--- src/rtl/sclkdiv_pkg.sv ---
package sclkdiv_pkg;

  typedef enum logic {
    LAW_POW2 = 1'b0,
    LAW_LIN  = 1'b1
  } div_law_e;

  function automatic int unsigned max_u(input int unsigned a, input int unsigned b);
    return (a > b) ? a : b;
  endfunction

endpackage

--- src/rtl/sclkdiv_half_calc.sv ---
module sclkdiv_half_calc
  import sclkdiv_pkg::*;
#(
  parameter int unsigned LIN_W   = 8,
  parameter int unsigned EXP_W   = 4,
  parameter int unsigned EXP_MAX = 15,
  parameter int unsigned CNT_W   = 9
) (
  input  div_law_e         law,
  input  logic [LIN_W-1:0] lin_div,
  input  logic [EXP_W-1:0] pow_exp,
  output logic [CNT_W-1:0] half_len
);

  localparam int unsigned EXP_FIELD_MAX = (1 << EXP_W) - 1;

  logic [EXP_W-1:0] exp_eff;
  logic [CNT_W-1:0] pow_half;
  logic [CNT_W-1:0] lin_half;

  generate
    if (EXP_MAX >= EXP_FIELD_MAX) begin : g_no_clamp
      assign exp_eff = pow_exp;
    end else begin : g_clamp
      assign exp_eff = (32'(pow_exp) > EXP_MAX) ? EXP_W'(EXP_MAX) : pow_exp;
    end
  endgenerate

  always_comb begin
    if (exp_eff == '0) pow_half = CNT_W'(1);
    else               pow_half = CNT_W'(1) << (exp_eff - EXP_W'(1));
    lin_half = CNT_W'(lin_div) + CNT_W'(1);
    half_len = (law == LAW_LIN) ? lin_half : pow_half;
  end

endmodule

--- src/rtl/sclkdiv_shadow.sv ---
module sclkdiv_shadow #(
  parameter int unsigned CNT_W = 9
) (
  input  logic             clk,
  input  logic             rst_n,
  input  logic             load,
  input  logic [CNT_W-1:0] half_in,
  output logic [CNT_W-1:0] half_q
);

  always_ff @(posedge clk) begin
    if (!rst_n)    half_q <= CNT_W'(1);
    else if (load) half_q <= half_in;
  end

  // a held half length is never zero once loaded
  half_nonzero_chk: assert property (@(posedge clk) disable iff (!rst_n)
    half_q != '0);

endmodule

--- src/rtl/sclkdiv_half_ctr.sv ---
module sclkdiv_half_ctr #(
  parameter int unsigned CNT_W = 9
) (
  input  logic             clk,
  input  logic             rst_n,
  input  logic             run,
  input  logic [CNT_W-1:0] half_len,
  output logic             phase,
  output logic             wrap
);

  logic [CNT_W-1:0] cnt;

  assign wrap = run && (cnt == half_len - CNT_W'(1));

  always_ff @(posedge clk) begin
    if (!rst_n || !run) begin
      cnt   <= '0;
      phase <= 1'b0;
    end else if (wrap) begin
      cnt   <= '0;
      phase <= ~phase;
    end else begin
      cnt   <= cnt + CNT_W'(1);
    end
  end

  // the phase counter never runs past the held half length
  cnt_in_range_chk: assert property (@(posedge clk) disable iff (!rst_n)
    run |-> (cnt < half_len));

endmodule

--- src/rtl/sclk_divider.sv ---
module sclk_divider
  import sclkdiv_pkg::*;
#(
  parameter int unsigned LIN_W   = 8,
  parameter int unsigned EXP_W   = 4,
  parameter int unsigned EXP_MAX = 15
) (
  input  logic             clk,
  input  logic             rst_n,
  input  logic             bus_en,
  input  logic             law_sel,
  input  logic [EXP_W-1:0] pow_exp,
  input  logic [LIN_W-1:0] lin_div,
  input  logic             cpol,
  output logic             sclk,
  output logic             lead_stb,
  output logic             trail_stb
);

  localparam int unsigned CNT_W = max_u(LIN_W + 1, max_u(EXP_MAX, 1));

  div_law_e         law;
  logic [CNT_W-1:0] half_next;
  logic [CNT_W-1:0] half_held;
  logic             phase;
  logic             wrap;
  logic             load;
  logic             lead_q;
  logic             trail_q;

  assign law = div_law_e'(law_sel);

  sclkdiv_half_calc #(
    .LIN_W(LIN_W), .EXP_W(EXP_W), .EXP_MAX(EXP_MAX), .CNT_W(CNT_W)
  ) u_calc (
    .law(law), .lin_div(lin_div), .pow_exp(pow_exp), .half_len(half_next)
  );

  // settings are taken while idle and at each leading edge only
  assign load = !bus_en || (wrap && !phase);

  sclkdiv_shadow #(.CNT_W(CNT_W)) u_shadow (
    .clk(clk), .rst_n(rst_n), .load(load), .half_in(half_next), .half_q(half_held)
  );

  sclkdiv_half_ctr #(.CNT_W(CNT_W)) u_ctr (
    .clk(clk), .rst_n(rst_n), .run(bus_en), .half_len(half_held),
    .phase(phase), .wrap(wrap)
  );

  always_ff @(posedge clk) begin
    if (!rst_n) begin
      lead_q  <= 1'b0;
      trail_q <= 1'b0;
    end else begin
      lead_q  <= wrap && !phase;
      trail_q <= wrap &&  phase;
    end
  end

  assign sclk      = cpol ^ phase;
  assign lead_stb  = lead_q;
  assign trail_stb = trail_q;


  idle_when_off_chk: assert property (@(posedge clk) disable iff (!rst_n)
    !bus_en |=> (sclk == cpol) && !lead_stb && !trail_stb);


  strobe_excl_chk: assert property (@(posedge clk) disable iff (!rst_n)
    !(lead_stb && trail_stb));


  lead_active_chk: assert property (@(posedge clk) disable iff (!rst_n)
    lead_stb |-> (sclk != cpol));


  trail_idle_chk: assert property (@(posedge clk) disable iff (!rst_n)
    trail_stb |-> (sclk == cpol));


  edge_has_strobe_chk: assert property (@(posedge clk) disable iff (!rst_n)
    ($past(bus_en) && bus_en && (phase != $past(phase))) |-> (lead_stb || trail_stb));

endmodule

--- config.mk ---
export PLATFORM = sky130hd
export DESIGN_NAME = sclk_divider
export DESIGN_NICKNAME = d
export VERILOG_FILES = /design/src/rtl/sclkdiv_pkg.sv /design/src/rtl/sclkdiv_half_calc.sv /design/src/rtl/sclkdiv_shadow.sv /design/src/rtl/sclkdiv_half_ctr.sv /design/src/rtl/sclk_divider.sv
export SDC_FILE = /design/constraint.sdc
export NUM_CORES = 1
export LEC_CHECK = 0
export ABC_AREA = 1
export ABC_CLOCK_PERIOD_IN_PS = 3300
export BUFFER_PORTS_ARGS = -buffer_cell sky130_fd_sc_hd__buf_2
export CORE_ASPECT_RATIO = 1.75
export CORE_UTILIZATION = 60
export CTS_BUF_LIST = sky130_fd_sc_hd__clkbuf_4 sky130_fd_sc_hd__clkbuf_8
export DETAILED_ROUTE_END_ITERATION = 10
export PLACE_DENSITY = 0.91
export SETUP_SLACK_MARGIN = 0.15
export SLEW_MARGIN = 25
export SYNTH_ARGS = -nofsm -noshare
export SYNTH_HDL_FRONTEND = slang
export SYNTH_HIERARCHICAL = 1
export SYNTH_SLANG_ARGS = --single-unit
export TNS_END_PERCENT = 10
--- constraint.sdc ---
create_clock -name clk -period 3.3 [get_ports clk]
set_input_delay 0.66 -clock clk [delete_from_list [all_inputs] [get_ports clk]]
set_output_delay 0.66 -clock clk [all_outputs]
set_load 0.01 [all_outputs]
==> summary by stage <==
Floorplan
The die boundary width is 50.3 µm. The floorplan step defined a die boundary enclosing 4350 µm². In this run the standard cell core region covers a little under 4000 µm². Row generation in the floorplan step produced 30 rows. The floorplan die height is 86.5 µm. The number of I/O pins is 20.

For this configuration, the core starts out at a cell density of 62.7%.

STA
The relative slew slack is between 50% and 60%. Setup violations remaining at the end of the flow were counted as 0. For the finished layout, the period the worst path requires is 2.73 ns. Setup repair after global routing left no endpoint under its margin. The largest clock skew in the final design is 0.00666 ns.

The number of max-slew violations in the final report is 0. The final clock period utilization by the worst path is 82.8%. Static timing analysis puts the maximum clock frequency at 366 MHz.

The number of endpoints with negative hold slack in the final report is 0. At the pin with the least slew margin, the transition time is 0.679 ns. The setup TNS is 0 ns. Setup slack closes at 0.566 ns.

Pwr
IR analysis of the VDD net gives a maximum drop of 328 µV. The leakage power is ~0.0013 µW. The cell area power density is 386 nW/µm².

Synthesis
Of all flip-flops after synthesis, the portion carrying an async set or reset was 0%. The synthesized area divided by synthesized cell count is 5.85 µm². The synthesized area is 2450 µm². Yosys attributes the largest share of cell area to dfxtp_1, nand2_1, nor2_1. The synthesized net count is 438. The number of distinct library cells after synthesis is 26.

In this run, synthesis produced a sequential element count of 33. The synthesized design spends more area on one cell type than any other, namely dfxtp_1. Counting instances in the post-synthesis netlist gives the leading cell types as nand2_1, nor2_1, inv_1. The number of instances in the synthesized netlist is about 420. The most frequently used flop master after synthesis is dfxtp_1.

The area share of the leading cell type in the synthesized netlist is 27.0%. Yosys mapped a number of flops with a built-in enable equal to 0. The leading cell type by number of instances after synthesis is nand2_1.

The sequential cell area fraction in the yosys report is 27.0%. During synthesis, Yosys emitted a total of 6 warnings.

Status
The flow ran to the end, and the final reports show no timing, DRC or antenna violations.

Worst setup path
In this design, the stage delay of the slowest critical-path cell is ~0.4 ns. The critical path is of the flip-flop to flip-flop type. The critical path launch point type is a flip-flop. The critical path goes through inv_1, ha_1, nand2_1, nor2_1, nand2_1, nand3_1, nand2_1, nor2_2, nand4_1, nor2_1, nand2_2, nand2_2, nand2_1, nand2_1, nor2_2.

The most numerous cell type found on the critical path is nand2_1. Of all nets on the critical path, the largest fanout is 30. The worst setup path is captured at a flip-flop. The worst endpoint data arrival time is 2.91 ns.

The slowest stage cell on the critical path is nand2_2. Data on the critical path is required at its endpoint by around 3.5 ns.

Global routing
The initial antenna violation count is 0. The total congestion overflow after global routing is 0. The number of global-route vias before repair is 2367.

The total routing resource utilization after global routing is between 20 and 30%. The largest net degree at the start of global routing is 31. The first-pass GRT wire length is between 9000 and 10000 µm.

Placement
The number of placed instances, taps included, is about 480. The congestion estimate from routability-driven global placement came to approximately 0.87. Before CTS, the worst setup slack after placement is roughly 0.7 ns.

The area of placed instances is 2540 µm². The port buffer count is 19. After legalization and detailed placement, the total HPWL measured 4390 µm.

Finish
0 antenna diodes ended up in the layout. The core occupancy in the finished layout is 68.2%. The flip-flop and latch area is 661 µm².

The area of the multi-input gates is 1480 µm². The final layout contains 457 nets. The share of cells above drive strength 1 is 11.6%. The count of filler cells inserted in the layout is 353. The finished layout holds 486 standard cells, fillers aside. After routing the design area is 2660 µm². The area growth from synthesis to layout is 8.79%.

CTS
Buffers added to address setup during post-CTS repair amount to 0. In this run the deepest clock path goes through 2 buffers. The clock-pin slew of the registers on the worst-case setup and hold paths is 0.07 ns.

At the later pin of the worst-skew pair, clock insertion delay measures 0.28 ns. The clock sink count is 33. In this run, CTS created clock tree buffers numbering 5.

The TritonCTS clock tree is yes. The hold buffer count at CTS is 0. The CTS root buffer is clkbuf_8. The H-tree was split into 2 levels.

After clock tree synthesis, the repair step resized 0 gates.

Route
The first detailed-routing pass ran for 4 iterations. The number of design rule violations left after detail routing is 0. Once detail routing completed, the nets flagged for antenna violations numbered 0. The sum of routed wire length over all layers is 5750 µm. The wire length per cell is 11.8 µm. The number of DRC violations after detailed-routing iteration 0 is 68. Dividing the detail-routed via count by the number of cells gives a little over 5.

For this block, the via count after detailed routing is 2519.

Min path
The min-delay analysis places its worst path in the category flip-flop to flip-flop.

Run
The max-cap check violation count is 0.
report_power, final:
group          internal, µW  total, µW  switching, µW
clock                   254        396            142
combinational          69.3        202            133
sequential              412        430           17.6
total                   735       1030            292
final timing paths:
kind / to / slack, ns / cells after the start / from
worst max register to register: u_shadow/half_q[10]$_SDFFE_PN0P_ / 0.57 / 15 / u_shadow/half_q[0]$_SDFFE_PN1P_
worst min-delay path: u_ctr/cnt[0]$_SDFF_PP0_ / 0.49 / 1 / u_ctr/cnt[0]$_SDFF_PP0_
worst min register to register: u_ctr/cnt[0]$_SDFF_PP0_ / 0.49 / 1 / u_ctr/cnt[0]$_SDFF_PP0_
worst max-delay path: u_shadow/half_q[10]$_SDFFE_PN0P_ / 0.57 / 15 / u_shadow/half_q[0]$_SDFFE_PN1P_
cell families after synthesis:
kind of cell,count (synthesis),share of synthesized area (%)
AO/OA/AOI/OAI,19,4.29
buffers and inverters,73,12.6
adder cells (fa/ha/maj),3,1.53
AND/OR/NAND/NOR,269,47.1
flip-flops,33,27.0
XOR/XNOR,21,7.52
metal layers:
| layer | vias up | wire length [µm] | global-route usage (%) |
|---|---|---|---|
| met4 | 0 | 352 | 23.4 |
| met1 | 1100 | 2110 | 23.7 |
| met3 | 27 | 168 | 5.96 |
| met5 | - | 0 | 0 |
| li1 | 1313 | - | - |
| met2 | 79 | 3120 | 54.7 |
sequential cells by signal, indices dropped and copies added, names as in the netlist:
signal / count
u_ctr/cnt: 15
u_ctr/phase: 1
u_shadow/half_q: 15
lead_stb: 1
trail_stb: 1
per-stage QoR:
| step | hold WS (ns) | total power [µW] |
|---|---|---|
| 2_1_floorplan | 0.437 | 589 |
| 3_3_place_gp | 0.455 | 628 |
| 3_5_place_dp | 0.471 | 634 |
| 4_1_cts | 0.488 | 1030 |
| 5_1_grt | 0.517 | 1080 |
| 6_report | 0.485 | 1030 |
cells in the final DEF (no fill, tap or decap):
cell type  Yosys  final
nand2_1      123    123
nor2_1        79     79
inv_1         61     61
dfxtp_1       33     33
nand3_1       27     27
buf_2          3     19
xor2_1        16     16
nor2_2        13     13
nand4_1       10     10
clkbuf_8       0      6
nor3_1         6      6
inv_2          5      5
o21ai_1        5      5
o21ai_0        5      5
a21oi_1        5      5
xnor2_1        5      5
nand3b_1       4      4
ha_1           3      3
nand2_2        2      2
or2_1          2      2
o21bai_1       2      2
clkbuf_4       0      1
bufinv_16      0      1
nand2_4        1      1
nor4_2         1      1
o22ai_1        1      1
or2_2          1      1
o21ai_2        1      1
final cells by class:
class	count	area share, %
Sequential cell	33	24.8
Multi-Input combinational cell	312	55.5
Clock inverter	1	1.13
Timing Repair Buffer	19	3.57
Clock buffer	7	3.38
Tap cell	48	2.26
Inverter	66	9.30
critical path, delay by kind of cell (launching register included):
kind | cells | cell delay (ns)
AND/OR/NAND/NOR | 13 | 1.99
buffers and inverters | 1 | 0.09
adder cells (fa/ha/maj) | 1 | 0.20
flip-flops | 1 | 0.34
(Power assumes the default switching activity.)
